`src/rtl/id_decode_pkg.sv`:
```
package id_decode_pkg;

   localparam int INSTR_W = 32;
   localparam int REG_AW  = 5;
   localparam int SHAMT_W = 5;
   localparam int FUNCT_W = 6;

   localparam logic [FUNCT_W-1:0] FN_SLL = 6'b000000;
   localparam logic [FUNCT_W-1:0] FN_JR  = 6'b001000;
   localparam logic [FUNCT_W-1:0] FN_ADD = 6'b100000;
   localparam logic [FUNCT_W-1:0] FN_SUB = 6'b100010;

   typedef enum logic [1:0] {
      ALU_ADD = 2'b00,
      ALU_SUB = 2'b01,
      ALU_SLL = 2'b10
   } alu_op_e;

   typedef struct packed {
      logic    valid;        // produces an ID/EX result (not a no-op)
      logic    wr_en;        // register write requested
      logic    is_jr;        // accepted register-indirect jump
      logic    sel_a_rt;     // operand A from rt instead of rs
      logic    sel_b_shamt;  // operand B from shamt instead of rt
      alu_op_e op;
   } dec_ctl_t;

endpackage

```
`src/rtl/id_field_decode.sv`:
```
module id_field_decode
   import id_decode_pkg::*;
(
   input  logic [INSTR_W-1:0] instr,
   input  logic               squash,
   output dec_ctl_t           ctl
);

   logic [5:0]         opc;
   logic [FUNCT_W-1:0] fn;
   logic [REG_AW-1:0]  dst;
   logic               spare_zero;
   logic               word_zero;

   assign opc        = instr[31:26];
   assign fn         = instr[FUNCT_W-1:0];
   assign dst        = instr[15:11];
   assign spare_zero = (instr[20:6] == '0);
   assign word_zero  = (instr == '0);

   always_comb begin
      ctl = '{valid: 1'b0, wr_en: 1'b0, is_jr: 1'b0,
              sel_a_rt: 1'b0, sel_b_shamt: 1'b0, op: ALU_ADD};
      if (!squash && opc == 6'd0 && !word_zero) begin
         unique case (fn)
            FN_ADD: begin
               ctl.valid = 1'b1;
               ctl.op    = ALU_ADD;
            end
            FN_SUB: begin
               ctl.valid = 1'b1;
               ctl.op    = ALU_SUB;
            end
            FN_SLL: begin
               ctl.valid       = 1'b1;
               ctl.op          = ALU_SLL;
               ctl.sel_a_rt    = 1'b1;
               ctl.sel_b_shamt = 1'b1;
            end
            FN_JR: begin
               ctl.is_jr = spare_zero;
            end
            default: ;
         endcase
         ctl.wr_en = ctl.valid && (dst != '0);
      end
   end

endmodule

```
`src/rtl/id_operand_mux.sv`:
```
module id_operand_mux #(
   parameter int XLEN    = 32,
   parameter int SHAMT_W = 5
) (
   input  logic               sel_a_rt,
   input  logic               sel_b_shamt,
   input  logic [XLEN-1:0]    rs_val,
   input  logic [XLEN-1:0]    rt_val,
   input  logic [SHAMT_W-1:0] shamt,
   output logic [XLEN-1:0]    opa,
   output logic [XLEN-1:0]    opb
);

   localparam int PAD_W = XLEN - SHAMT_W;

   logic [XLEN-1:0] shamt_ext;

   generate
      if (PAD_W > 0) begin : g_pad
         assign shamt_ext = {{PAD_W{1'b0}}, shamt};
      end else begin : g_nopad
         assign shamt_ext = shamt[XLEN-1:0];
      end
   endgenerate

   assign opa = sel_a_rt    ? rt_val    : rs_val;
   assign opb = sel_b_shamt ? shamt_ext : rt_val;

endmodule

```
`src/rtl/id_redirect.sv`:
```
module id_redirect #(
   parameter int XLEN         = 32,
   parameter bit SHADOW_SQUASH = 1'b1
) (
   input  logic            clk,
   input  logic            rst_n,
   input  logic            is_jr,
   input  logic [XLEN-1:0] rs_val,
   output logic            taken,
   output logic [XLEN-1:0] target,
   output logic            flush,
   output logic            squash
);

   assign taken  = is_jr;
   assign target = rs_val;
   assign flush  = is_jr;

   generate
      if (SHADOW_SQUASH) begin : g_shadow
         logic flush_q;
         always_ff @(posedge clk or negedge rst_n) begin
            if (!rst_n) flush_q <= 1'b0;
            else        flush_q <= is_jr;
         end
         assign squash = flush_q;
      end else begin : g_noshadow
         assign squash = 1'b0;
      end
   endgenerate

endmodule

```
`src/rtl/id_decode_stage.sv`:
```
module id_decode_stage
   import id_decode_pkg::*;
#(
   parameter int XLEN          = 32,
   parameter bit SHADOW_SQUASH = 1'b1
) (
   input  logic               clk,
   input  logic               rst_n,
   input  logic [INSTR_W-1:0] ifid_instr,
   output logic [REG_AW-1:0]  rf_raddr_a,
   output logic [REG_AW-1:0]  rf_raddr_b,
   input  logic [XLEN-1:0]    rf_rdata_a,
   input  logic [XLEN-1:0]    rf_rdata_b,
   output logic [XLEN-1:0]    idex_opa,
   output logic [XLEN-1:0]    idex_opb,
   output logic [1:0]         idex_aluop,
   output logic [REG_AW-1:0]  idex_rd,
   output logic               idex_we,
   output logic               redir_taken,
   output logic [XLEN-1:0]    redir_target,
   output logic               ifid_flush
);

   initial begin
      assert (XLEN >= 8) else $fatal(1, "id_decode_stage: XLEN must be at least 8");
   end

   dec_ctl_t        ctl;
   logic            squash;
   logic [XLEN-1:0] opa_d;
   logic [XLEN-1:0] opb_d;

   assign rf_raddr_a = ifid_instr[25:21];
   assign rf_raddr_b = ifid_instr[20:16];

   id_field_decode u_dec (
      .instr  (ifid_instr),
      .squash (squash),
      .ctl    (ctl)
   );

   id_operand_mux #(.XLEN(XLEN), .SHAMT_W(SHAMT_W)) u_opmux (
      .sel_a_rt    (ctl.sel_a_rt),
      .sel_b_shamt (ctl.sel_b_shamt),
      .rs_val      (rf_rdata_a),
      .rt_val      (rf_rdata_b),
      .shamt       (ifid_instr[10:6]),
      .opa         (opa_d),
      .opb         (opb_d)
   );

   id_redirect #(.XLEN(XLEN), .SHADOW_SQUASH(SHADOW_SQUASH)) u_redir (
      .clk    (clk),
      .rst_n  (rst_n),
      .is_jr  (ctl.is_jr),
      .rs_val (rf_rdata_a),
      .taken  (redir_taken),
      .target (redir_target),
      .flush  (ifid_flush),
      .squash (squash)
   );

   always_ff @(posedge clk or negedge rst_n) begin
      if (!rst_n) begin
         idex_opa   <= '0;
         idex_opb   <= '0;
         idex_aluop <= ALU_ADD;
         idex_rd    <= '0;
         idex_we    <= 1'b0;
      end else if (ctl.valid) begin
         idex_opa   <= opa_d;
         idex_opb   <= opb_d;
         idex_aluop <= ctl.op;
         idex_rd    <= ifid_instr[15:11];
         idex_we    <= ctl.wr_en;
      end else begin
         idex_opa   <= '0;
         idex_opb   <= '0;
         idex_aluop <= ALU_ADD;
         idex_rd    <= '0;
         idex_we    <= 1'b0;
      end
   end

endmodule

```
`config.mk`:
```
export PLATFORM = sky130hd
export DESIGN_NAME = id_decode_stage
export DESIGN_NICKNAME = d
export VERILOG_FILES = /design/src/rtl/id_decode_pkg.sv /design/src/rtl/id_field_decode.sv /design/src/rtl/id_operand_mux.sv /design/src/rtl/id_redirect.sv /design/src/rtl/id_decode_stage.sv
export SDC_FILE = /design/constraint.sdc
export NUM_CORES = 1
export LEC_CHECK = 0
export ABC_CLOCK_PERIOD_IN_PS = 3580
export BUFFER_PORTS_ARGS = -buffer_cell sky130_fd_sc_hd__buf_2
export CAP_MARGIN = 30
export CELL_PAD_IN_SITES_DETAIL_PLACEMENT = 1
export CELL_PAD_IN_SITES_GLOBAL_PLACEMENT = 1
export CORE_ASPECT_RATIO = 1.25
export CORE_MARGIN = 8
export CORE_UTILIZATION = 33
export DETAILED_ROUTE_END_ITERATION = 16
export GPL_ROUTABILITY_DRIVEN = 1
export MAX_ROUTING_LAYER = met4
export PLACE_DENSITY = 0.92
export SYNTH_ARGS = -nofsm -noshare
export SYNTH_HDL_FRONTEND = slang
export SYNTH_HIERARCHICAL = 1
export SYNTH_SLANG_ARGS = --single-unit
```
`constraint.sdc`:
```
create_clock -name clk -period 3.58 [get_ports clk]
set_input_delay 1.074 -clock clk [delete_from_list [all_inputs] [get_ports clk]]
set_output_delay 1.074 -clock clk [all_outputs]
set_load 0.03 [all_outputs]
```
==> flow_summary.json, run 1 <==
{
  "status": "completed",
  "drt-initial-drc-count": 76,
  "crit_family": "simple AND/OR/NAND/NOR gates",
  "worst_slack_ns": 0.0472,
  "path_buf_inv": 2,
  "wl_um": 10400,
  "finalCritPeriodShare_pct": 98.7,
  "finish.utilization_pct": 44.0,
  "synthToLayoutAreaGrowth_pct": 31.5,
  "seq_area_um2": 1830,
  "cts_buffers": 9,
  "postRouteAntennaNets": 0,
  "power.total_mw": 1.91,
  "max_freq_mhz": 283,
  "p_leak_nw": 2.79,
  "ff2ff_path_depth": 6,
  "overflow": 0,
  "period_minus_slack_ns": 3.53,
  "max_slew_margin_pct": 35.8,
  "min_path_type": "in -> async",
  "post-cts-setup-buffer-count": 0,
  "synthDistinctLibCells": 26,
  "arrival_ns": 2.46,
  "ir_drop_mv": 0.164,
  "r2r_end": "idex_opa[30]$_DFF_PN0_",
  "synth.area.top_cells": "dfrtp_1 (49%), and2_2 (15%), mux2_4 (12%), buf_4 (9.4%), nor2b_1 (4.6%)",
  "place_inst": 585,
  "multi_input_area_um2": 1420,
  "grt_antenna_before_repair": 0,
  "p_per_area_nw_per_um2": 394,
  "cts_hold_buf": 0,
  "crit_chain": "buf_2 -> or4_4 -> nor4_4 -> and3b_2 -> buf_4",
  "grt_pass1_wl_um": 16400,
  "post_cts_resized": 0,
  "first_pass_iters": 4,
  "cts.sinks": 73,
  "yosysSeqAreaShare_pct": 49.5,
  "synth_area_um2": 3690,
  "root_buffer": "clkbuf_16",
  "yosysTopAreaCellShare_pct": 49.5,
  "tns_ns": 0,
  "clk_path_buf_depth": 2,
  "dieHeight_um": 134,
  "cts_tree": "yes",
  "fin_worst_skew_ns": 0.00389,
  "grt_pass1_vias": 3152,
  "synth_top_area_cell": "dfrtp_1",
  "grt_usage_pct": 14.0,
  "drv_cap": 0,
  "core_um2": 11000,
  "placed_cell_area_um2": 4530,
  "clk_latency_ns": 0.32,
  "max_stage_delay_ns": 0.57,
  "tightest_slew_ns": 0.960,
  "drive_gt1_share_pct": 73.9,
  "synth_warnings": 6,
  "synthCells": 292,
  "path_max_fanout": 3,
  "cts.clk_slew.worst_paths_ns": 0.05,
  "gp_congestion": 0.722,
  "hpwlAfterDp_um": 8350,
  "holdWs_ns": 0.551,
  "via_per_inst": 4.44,
  "rows": 43,
  "path_class": "in -> out",
  "drc": 0,
  "final_nets": 560,
  "portBuffers": 213,
  "syn_avg_cell_area_um2": 12.6,
  "wl_per_cell_um": 17.2,
  "hold_viol_final": 0,
  "final_cells": 602,
  "n_fill_cell": 1246,
  "slowest_stage": "or4_4",
  "drv_slew": 0,
  "reg2reg_from": "u_redir/squash$_DFF_PN0_",
  "diodes": 0,
  "htreeDepth": 3,
  "dp_slack_ns": 0.0272,
  "initial_core_util_pct": 33.5,
  "num_vias": 2670,
  "end_kind": "output port",
  "io_pins": 214,
  "regToRegSetupSlack_ns": 1.20,
  "die_x_um": 111,
  "crit_required_ns": 2.51,
  "synth-seq-cells": 73,
  "synth_nets": 390,
  "crit_path_start_kind": "input pin",
  "stdcell_area_um2": 4850,
  "setup_viol": 0,
  "dieArea_um2": 14800,
  "grt_max_degree": 74
}
==> layer usage <==
| layer | track usage [%] | part of all wire [%] | up-vias |
|---|---|---|---|
| met2 | 26.3 | 58 | 113 |
| li1 | - | - | 1231 |
| met4 | 5.72 | 2.3 | 0 |
| met3 | 3.71 | 4.8 | 16 |
| met1 | 13.1 | 35 | 1310 |
| met5 | - | 0 | - |
==> cell usage in the layout (no fill, tap or decap), drive strengths merged, types with 2 or more instances in the layout <==
master and instances:
a2111oi 2, and2 72, buf 218, clkbuf 13
clkinv 2, dfrtp 73, mux2 37, nor2 4
nor2b 27, nor3 2, nor4 5, or4 2
==> power by group <==
group	switching, mW	total [mW]	leakage, nW	internal, mW
sequential	0.0000814	0.826	1.02	0.826
combinational	0.119	0.212	1.63	0.0927
clock	0.318	0.875	0.144	0.557
==> cells in the mapped netlist <==
library cell	instances
a2111oi_0	2
a211oi_1	1
and2_2	72
and3_1	1
and3b_1	1
and4b_1	1
buf_12	3
buf_2	2
buf_4	46
buf_6	1
clkbuf_2	7
dfrtp_1	73
inv_1	1
mux2_2	7
mux2_4	30
nand2_1	1
nand3_1	1
nor2_1	4
nor2b_1	27
nor3_1	2
nor4_1	4
nor4_4	1
o21ai_0	1
or3_1	1
or4_1	1
or4_4	1
==> registers in the layout, summed over array words and instances (netlist names) <==
register	flops
idex_aluop	2
idex_opa	32
idex_opb	32
idex_rd	5
idex_we	1
u_redir/squash	1
==> kinds of logic after synthesis <==
group	Yosys count	share of synthesized area, %
AO/OA/AOI/OAI	4	0.814
buffers and inverters	60	12.6
flip-flops	73	49.5
multiplexers	37	14.3
AND/OR/NAND/NOR	118	22.7
==> how the worst max path moves through the flow <==
stage | to | start | cells after the start | slack [ns]
after global placement | ifid_flush | ifid_instr[11] | 5 | 0.08
final | redir_taken | ifid_instr[11] | 5 | 0.05
after global routing | ifid_flush | ifid_instr[11] | 5 | -0.004
after detailed placement | redir_taken | ifid_instr[11] | 5 | 0.03
after floorplan | idex_opa[10]$_DFF_PN0_ | ifid_instr[26] | 8 | 0.06
after CTS | redir_taken | ifid_instr[11] | 5 | 0.03
==> area by class of cell <==
type / instances / area share (%)
clock buffer: 13 / 5.16
clock inverter: 3 / 0.825
inverter: 1 / 0.0774
multi-input combinational: 159 / 29.2
sequential: 73 / 37.6
tap: 135 / 3.48
timing repair buffer: 218 / 23.6
==> worst reg2reg max path, cell delays in order (launching register included) <==
cell,delay [ns]
dfrtp_1,0.36
nor2_1,0.08
nand3_1,0.25
a2111oi_2,0.58
buf_4,0.45
mux2_4,0.35
and2_2,0.19
Power figures use the tool's default switching activity.
==> inputs of run 2 (changes only) <==
--- a/config.mk
+++ b/config.mk
@@ -17,6 +17,7 @@
 export GPL_ROUTABILITY_DRIVEN = 1
 export MAX_ROUTING_LAYER = met4
 export PLACE_DENSITY = 0.92
+export REMOVE_ABC_BUFFERS = 1
 export SYNTH_ARGS = -nofsm -noshare
 export SYNTH_HDL_FRONTEND = slang
 export SYNTH_HIERARCHICAL = 1
==> run 2 against run 1 <==
Via count is 1.8% higher. Maximum frequency is 0.49% higher. Final cell count is 0.66% higher. Core utilization is 0.98 points higher. Sequential power hardly changed. Global-route usage is 1.1 points higher. Non-clock buffer count is 4 higher. Die area stayed put. First-iteration DRC count is 12% higher. Wire length is 6.7% higher. Combinational power hardly changed. Worst hold slack worse by 0.0031 ns. Critical path type unchanged.
==> flow_summary.json, run 2 (synthesized netlist as in run 1, its figures left out) <==
{
  "p_per_area_nw_per_um2": 422,
  "clk_path_buf_depth": 2,
  "reg2reg_from": "u_redir/squash$_DFF_PN0_",
  "ir_drop_mv": 0.251,
  "layout_common_cells": "buf_2 (210), dfrtp_1 (73), and2_2 (72)",
  "drt-initial-drc-count": 85,
  "grt_max_degree": 74,
  "num_vias": 2719,
  "arrival_ns": 2.44,
  "drive_gt1_share_pct": 74.5,
  "max_stage_delay_ns": 0.55,
  "grt_antenna_before_repair": 0,
  "core_um2": 11000,
  "tns_ns": 0,
  "final_cells": 606,
  "fin_worst_skew_ns": 0.00791,
  "final_nets": 564,
  "reg_top3": "idex_opa: 32 flops, idex_opb: 32 flops, idex_rd: 5 flops",
  "grt_usage_pct": 15.1,
  "end_kind": "output port",
  "placed_cell_area_um2": 4570,
  "drv_cap": 0,
  "dieArea_um2": 14800,
  "via_per_inst": 4.49,
  "wl_per_cell_um": 18.3,
  "crit_path_start_kind": "input pin",
  "drc": 0,
  "stdcell_area_um2": 4960,
  "max_slew_margin_pct": 63.4,
  "drv_slew": 0,
  "max_freq_mhz": 284,
  "grt_pass1_wl_um": 17500,
  "min_path_type": "in -> async",
  "rows": 43,
  "rsz0062_at_grt": "no",
  "overflow": 0,
  "clk_latency_ns": 0.32,
  "gp_congestion": 0.719,
  "finalCritPeriodShare_pct": 98.2,
  "diodes": 0,
  "root_buffer": "clkbuf_16",
  "path_max_fanout": 3,
  "path_buf_inv": 2,
  "crit_required_ns": 2.51,
  "wl_um": 11100,
  "die_x_um": 111,
  "tightest_slew_ns": 0.548,
  "critical_path_depth": 5,
  "place_inst": 589,
  "io_pins": 214,
  "initial_core_util_pct": 33.5,
  "first_pass_iters": 4,
  "crit_path_start": "ifid_instr[11]",
  "cts_tree": "yes",
  "htreeDepth": 3,
  "final_common_cell": "buf_2",
  "ff2ff_path_depth": 7,
  "cts_hold_buf": 0,
  "cts_buffers": 9,
  "grt_pass1_vias": 3237,
  "crit_chain": "buf_2 -> or4_4 -> nor4_4 -> and3b_2 -> clkbuf_4",
  "postRouteAntennaNets": 0,
  "period_minus_slack_ns": 3.52,
  "synthToLayoutAreaGrowth_pct": 34.4,
  "slowest_stage": "or4_4",
  "p_leak_nw": 2.84,
  "crit_family": "simple AND/OR/NAND/NOR gates",
  "power.total_mw": 2.09,
  "dieHeight_um": 134,
  "portBuffers": 213,
  "path_class": "in -> out",
  "status": "completed",
  "hpwlAfterDp_um": 8960,
  "setup_viol": 0,
  "cts.sinks": 73,
  "cts.clk_slew.worst_paths_ns": 0.06,
  "hold_viol_final": 0,
  "holdWs_ns": 0.548
}
run 2: cell count changes in the layout (fill, tap and decap cells not counted), moves of 2 or more:
cell / previous run / this run
bufinv_16: 1 / 3
clkbuf_1: 3 / 1
clkbuf_4: 0 / 2
clkinv_2: 2 / 0
run 2: what timing repair did:
item / 4_1_cts / 5_1_grt
buffers inserted: 0 / 0
resized for setup: 0 / 3
endpoints found under the setup margin: 0 / 2
run 2: path summary, 6_finish.rpt:
check / endpoint / slack [ns]
setup / recovery: redir_taken / 0.06
hold / removal: idex_opa[5]$_DFF_PN0_ / 0.55
setup reg to reg: idex_opb[3]$_DFF_PN0_ / 1.38
hold reg to reg: u_redir/squash$_DFF_PN0_ / 0.80
max in group asynchronous: idex_opb[14]$_DFF_PN0_ / 2.48
min in group clk: u_redir/squash$_DFF_PN0_ / 0.80
run 2: routing by layer:
layer / part of all wire, % / global-route usage, %
met5: 0 / -
met4: 2.0 / 5.94
met3: 5.5 / 4.11
met2: 56 / 27.3
met1: 36 / 15.0
run 2: final cells by class:
cell class	instances	area [um^2]
Fill cell	1255	6070
Sequential cell	73	1830
Multi-Input combinational cell	159	1420
Timing Repair Buffer	222	1190
Clock buffer	12	256
Tap cell	135	169
Clock inverter	4	98.8
Inverter	1	3.75
run 2: stage by stage:
stage / setup WS (ns) / util, %
floorplan: -11.20 / -
global placement: 0.0885 / 41.4
detailed placement: 0.0375 / 41.4
CTS: 0.0402 / 44.7
global route: 0.000691 / 45.0
finish: 0.0644 / 45.0
run 2: power breakdown:
part / switching, mW / internal, mW / total (mW)
combinational: 0.121 / 0.0928 / 0.213
clock: 0.335 / 0.721 / 1.06
sequential: 0.0000862 / 0.826 / 0.826
total: 0.456 / 1.64 / 2.09
run 2: worst register-to-register path, delay by kind of cell (launching register included):
| kind | cells | cell delay [ns] |
|---|---|---|
| buf+inv | 2 | 0.42 |
| simple gates | 3 | 0.42 |
| compound gates | 1 | 0.54 |
| flops | 1 | 0.36 |
| mux | 1 | 0.36 |
==> inputs of run 3 (changes only) <==
--- a/config.mk
+++ b/config.mk
@@ -5,20 +5,19 @@
 export SDC_FILE = /design/constraint.sdc
 export NUM_CORES = 1
 export LEC_CHECK = 0
-export ABC_CLOCK_PERIOD_IN_PS = 3580
+export ABC_CLOCK_PERIOD_IN_PS = 4500
 export BUFFER_PORTS_ARGS = -buffer_cell sky130_fd_sc_hd__buf_2
 export CAP_MARGIN = 30
 export CELL_PAD_IN_SITES_DETAIL_PLACEMENT = 1
 export CELL_PAD_IN_SITES_GLOBAL_PLACEMENT = 1
 export CORE_ASPECT_RATIO = 1.25
 export CORE_MARGIN = 8
-export CORE_UTILIZATION = 33
+export CORE_UTILIZATION = 31
 export DETAILED_ROUTE_END_ITERATION = 16
 export GPL_ROUTABILITY_DRIVEN = 1
 export MAX_ROUTING_LAYER = met4
-export PLACE_DENSITY = 0.92
+export PLACE_DENSITY = 0.95
 export REMOVE_ABC_BUFFERS = 1
 export SYNTH_ARGS = -nofsm -noshare
 export SYNTH_HDL_FRONTEND = slang
-export SYNTH_HIERARCHICAL = 1
 export SYNTH_SLANG_ARGS = --single-unit
==> constraint.sdc (replaced) <==
create_clock -name clk -period 4.5 [get_ports clk]
set_input_delay 1.35 -clock clk [delete_from_list [all_inputs] [get_ports clk]]
set_output_delay 1.35 -clock clk [all_outputs]
set_load 0.03 [all_outputs]
==> run 3 against run 2 <==
Register-to-register slack gained 1.1 ns. Sequential cell count is the same. Worst hold slack gained 0.16 ns. Synthesized cell count grew 3.4%. Setup slack gained 0.15 ns. First-iteration DRC count grew 14%. Core utilization shrank 1.5 points. Clock power shrank 21%. Wire length shrank 2.3%. Die area shrank 9.4%. Critical endpoint is now ifid_flush.
==> flow_summary.json, run 3 <==
{
  "layout_common_cells": "buf_2 (212), nand2_1 (76), dfrtp_1 (73)",
  "fin_worst_skew_ns": 0.00831,
  "grt.met3_usage_pct": 6.29,
  "synthDistinctLibCells": 23,
  "grt_antenna_before_repair": 0,
  "crit_path_start": "ifid_instr[6]",
  "syn_avg_cell_area_um2": 10.2,
  "core_um2": 9900,
  "path_max_fanout": 3,
  "dieArea_um2": 13500,
  "cts_buffers": 9,
  "grt_usage_pct": 16.5,
  "num_vias": 2833,
  "diodes": 0,
  "dieHeight_um": 128,
  "gp_congestion": 0.756,
  "hpwlAfterDp_um": 8480,
  "drt-initial-drc-count": 97,
  "drive_gt1_share_pct": 49.4,
  "setup_viol": 0,
  "crit_family": "simple AND/OR/NAND/NOR gates",
  "top_usage_layer": "met2",
  "via_per_inst": 4.67,
  "grt_pass1_vias": 3287,
  "portBuffers": 213,
  "dp_slack_ns": 0.199,
  "p_leak_nw": 2.53,
  "crit_chain": "buf_2 -> nor4_1 -> nand4_1 -> nor4_1 -> buf_2",
  "die_x_um": 105,
  "first_pass_iters": 4,
  "met1_usage_pct": 15.0,
  "post_cts_resized": 0,
  "yosysSeqAreaShare_pct": 59.0,
  "synth_area_um2": 3090,
  "reg2reg_from": "u_redir.squash$_DFF_PN0_",
  "initial_core_util_pct": 31.3,
  "cts_hold_buf": 0,
  "overflow": 0,
  "clk_latency_ns": 0.33,
  "drv_slew": 0,
  "holdWs_ns": 0.704,
  "root_buffer": "clkbuf_16",
  "synth_top_area_cell": "dfrtp_1",
  "max_slew_margin_pct": 38.9,
  "hold_viol_final": 0,
  "post-cts-setup-buffer-count": 0,
  "synth.area.top_cells": "dfrtp_1 (59%), buf_4 (10%), nand2_1 (9.2%), and2_1 (6.7%), a21oi_1 (6.1%)",
  "wl_um": 10800,
  "finish.utilization_pct": 43.5,
  "synthCells": 302,
  "grt_pass1_wl_um": 17000,
  "end_kind": "output port",
  "htreeDepth": 3,
  "max_stage_delay_ns": 0.48,
  "min_path_type": "reg -> reg",
  "finalCritPeriodShare_pct": 95.3,
  "crit_path_start_kind": "input pin",
  "p_per_area_nw_per_um2": 381,
  "io_pins": 214,
  "final_nets": 571,
  "postRouteAntennaNets": 0,
  "synth-edff-count": 0,
  "tightest_slew_ns": 0.916,
  "path_class": "in -> out",
  "crit_required_ns": 3.15,
  "groute.layer.met2.usage_pct": 29.9,
  "ys.flop_type": "dfrtp_1",
  "synth-seq-cells": 73,
  "synthArstFlopShare_pct": 100,
  "n_fill_cell": 1185,
  "period_minus_slack_ns": 4.29,
  "rows": 41,
  "clk_path_buf_depth": 2,
  "drv_cap": 0,
  "yosysMostFrequentCell": "nand2_1",
  "synth_common_cells": "nand2_1 (76), dfrtp_1 (73), buf_4 (43), a21oi_1 (38), and2_1 (33)",
  "status": "completed",
  "arrival_ns": 2.94,
  "yosysTopAreaCellShare_pct": 59.0,
  "synthToLayoutAreaGrowth_pct": 39.1,
  "max_freq_mhz": 233,
  "drc": 0,
  "cts_tree": "yes",
  "wl_per_cell_um": 17.8,
  "grt_max_degree": 74,
  "rsz0062_at_grt": "no",
  "reg_top3": "idex_opa: 32 flops, idex_opb: 32 flops, idex_rd: 5 flops",
  "cts.clk_slew.worst_paths_ns": 0.06,
  "synth_warnings": 0,
  "final_common_cell": "buf_2",
  "worst_slack_ns": 0.211,
  "path_buf_inv": 2,
  "ir_drop_mv": 0.164,
  "hp-start": "u_redir.squash$_DFF_PN0_",
  "slowest_stage": "nor4_1",
  "cts.sinks": 73
}
==> run 3: layer usage <==
layer	part of all wire (%)	up-vias
met5	0	-
met2	53	157
met4	2.8	0
met1	36	1378
met3	7.7	28
li1	-	1270
==> run 3: stage by stage <==
| step | setup TNS, ns | cell area [um^2] | power [mW] | std cells |
|---|---|---|---|---|
| after floorplan | -1.50 | 2690 | 0.684 | 246 |
| after global placement | 0 | 3950 | 0.812 | 591 |
| after detailed placement | 0 | 3950 | 0.817 | 591 |
| after CTS | 0 | 4300 | 1.66 | 607 |
| after global routing | 0 | 4300 | 1.70 | 607 |
| final | 0 | 4300 | 1.64 | 607 |
==> run 3: where the power goes <==
part	switching, mW	internal (mW)
clock network	0.278	0.558
logic	0.0967	0.0502
registers	0.0000652	0.657
==> run 3: final cells by class <==
| type | instances | area, um^2 | area share, % |
|---|---|---|---|
| clock buffer | 10 | 239 | 5.55 |
| clock inverter | 6 | 115 | 2.68 |
| inverter | 1 | 3.75 | 0.0872 |
| multi-input combinational | 172 | 866 | 20.1 |
| sequential | 73 | 1830 | 42.5 |
| tap | 129 | 161 | 3.75 |
| timing repair buffer | 216 | 1090 | 25.4 |
==> run 3: cell families (layout without fill, tap and decap cells) <==
| kind of cell | Yosys count | after routing | share of synthesized area, % |
|---|---|---|---|
| simple gates | 133 | 133 | 21.1 |
| flops | 73 | 73 | 59.0 |
| buf+inv | 57 | 233 | 13.3 |
| compound gates | 39 | 39 | 6.55 |
==> run 3: worst paths after layout <==
kind / to / slack [ns] / cells after the start
worst max-delay path: ifid_flush / 0.21 / 5
worst min-delay path: idex_aluop[1]$_DFF_PN0_ / 0.70 / 3
worst max register to register: idex_opa[28]$_DFF_PN0_ / 2.44 / 5
worst min register to register: idex_aluop[1]$_DFF_PN0_ / 0.70 / 3
max in group asynchronous: idex_aluop[0]$_DFF_PN0_ / 2.75 / 1
min in group asynchronous: idex_opb[23]$_DFF_PN0_ / 1.16 / 1
==> run 3: worst register-to-register path, stage by stage, from the launching register on <==
cell	delay, ns
dfrtp_1	0.36
or4_1	0.45
and4b_1	0.42
o31ai_4	0.25
buf_4	0.28
a21oi_1	0.20
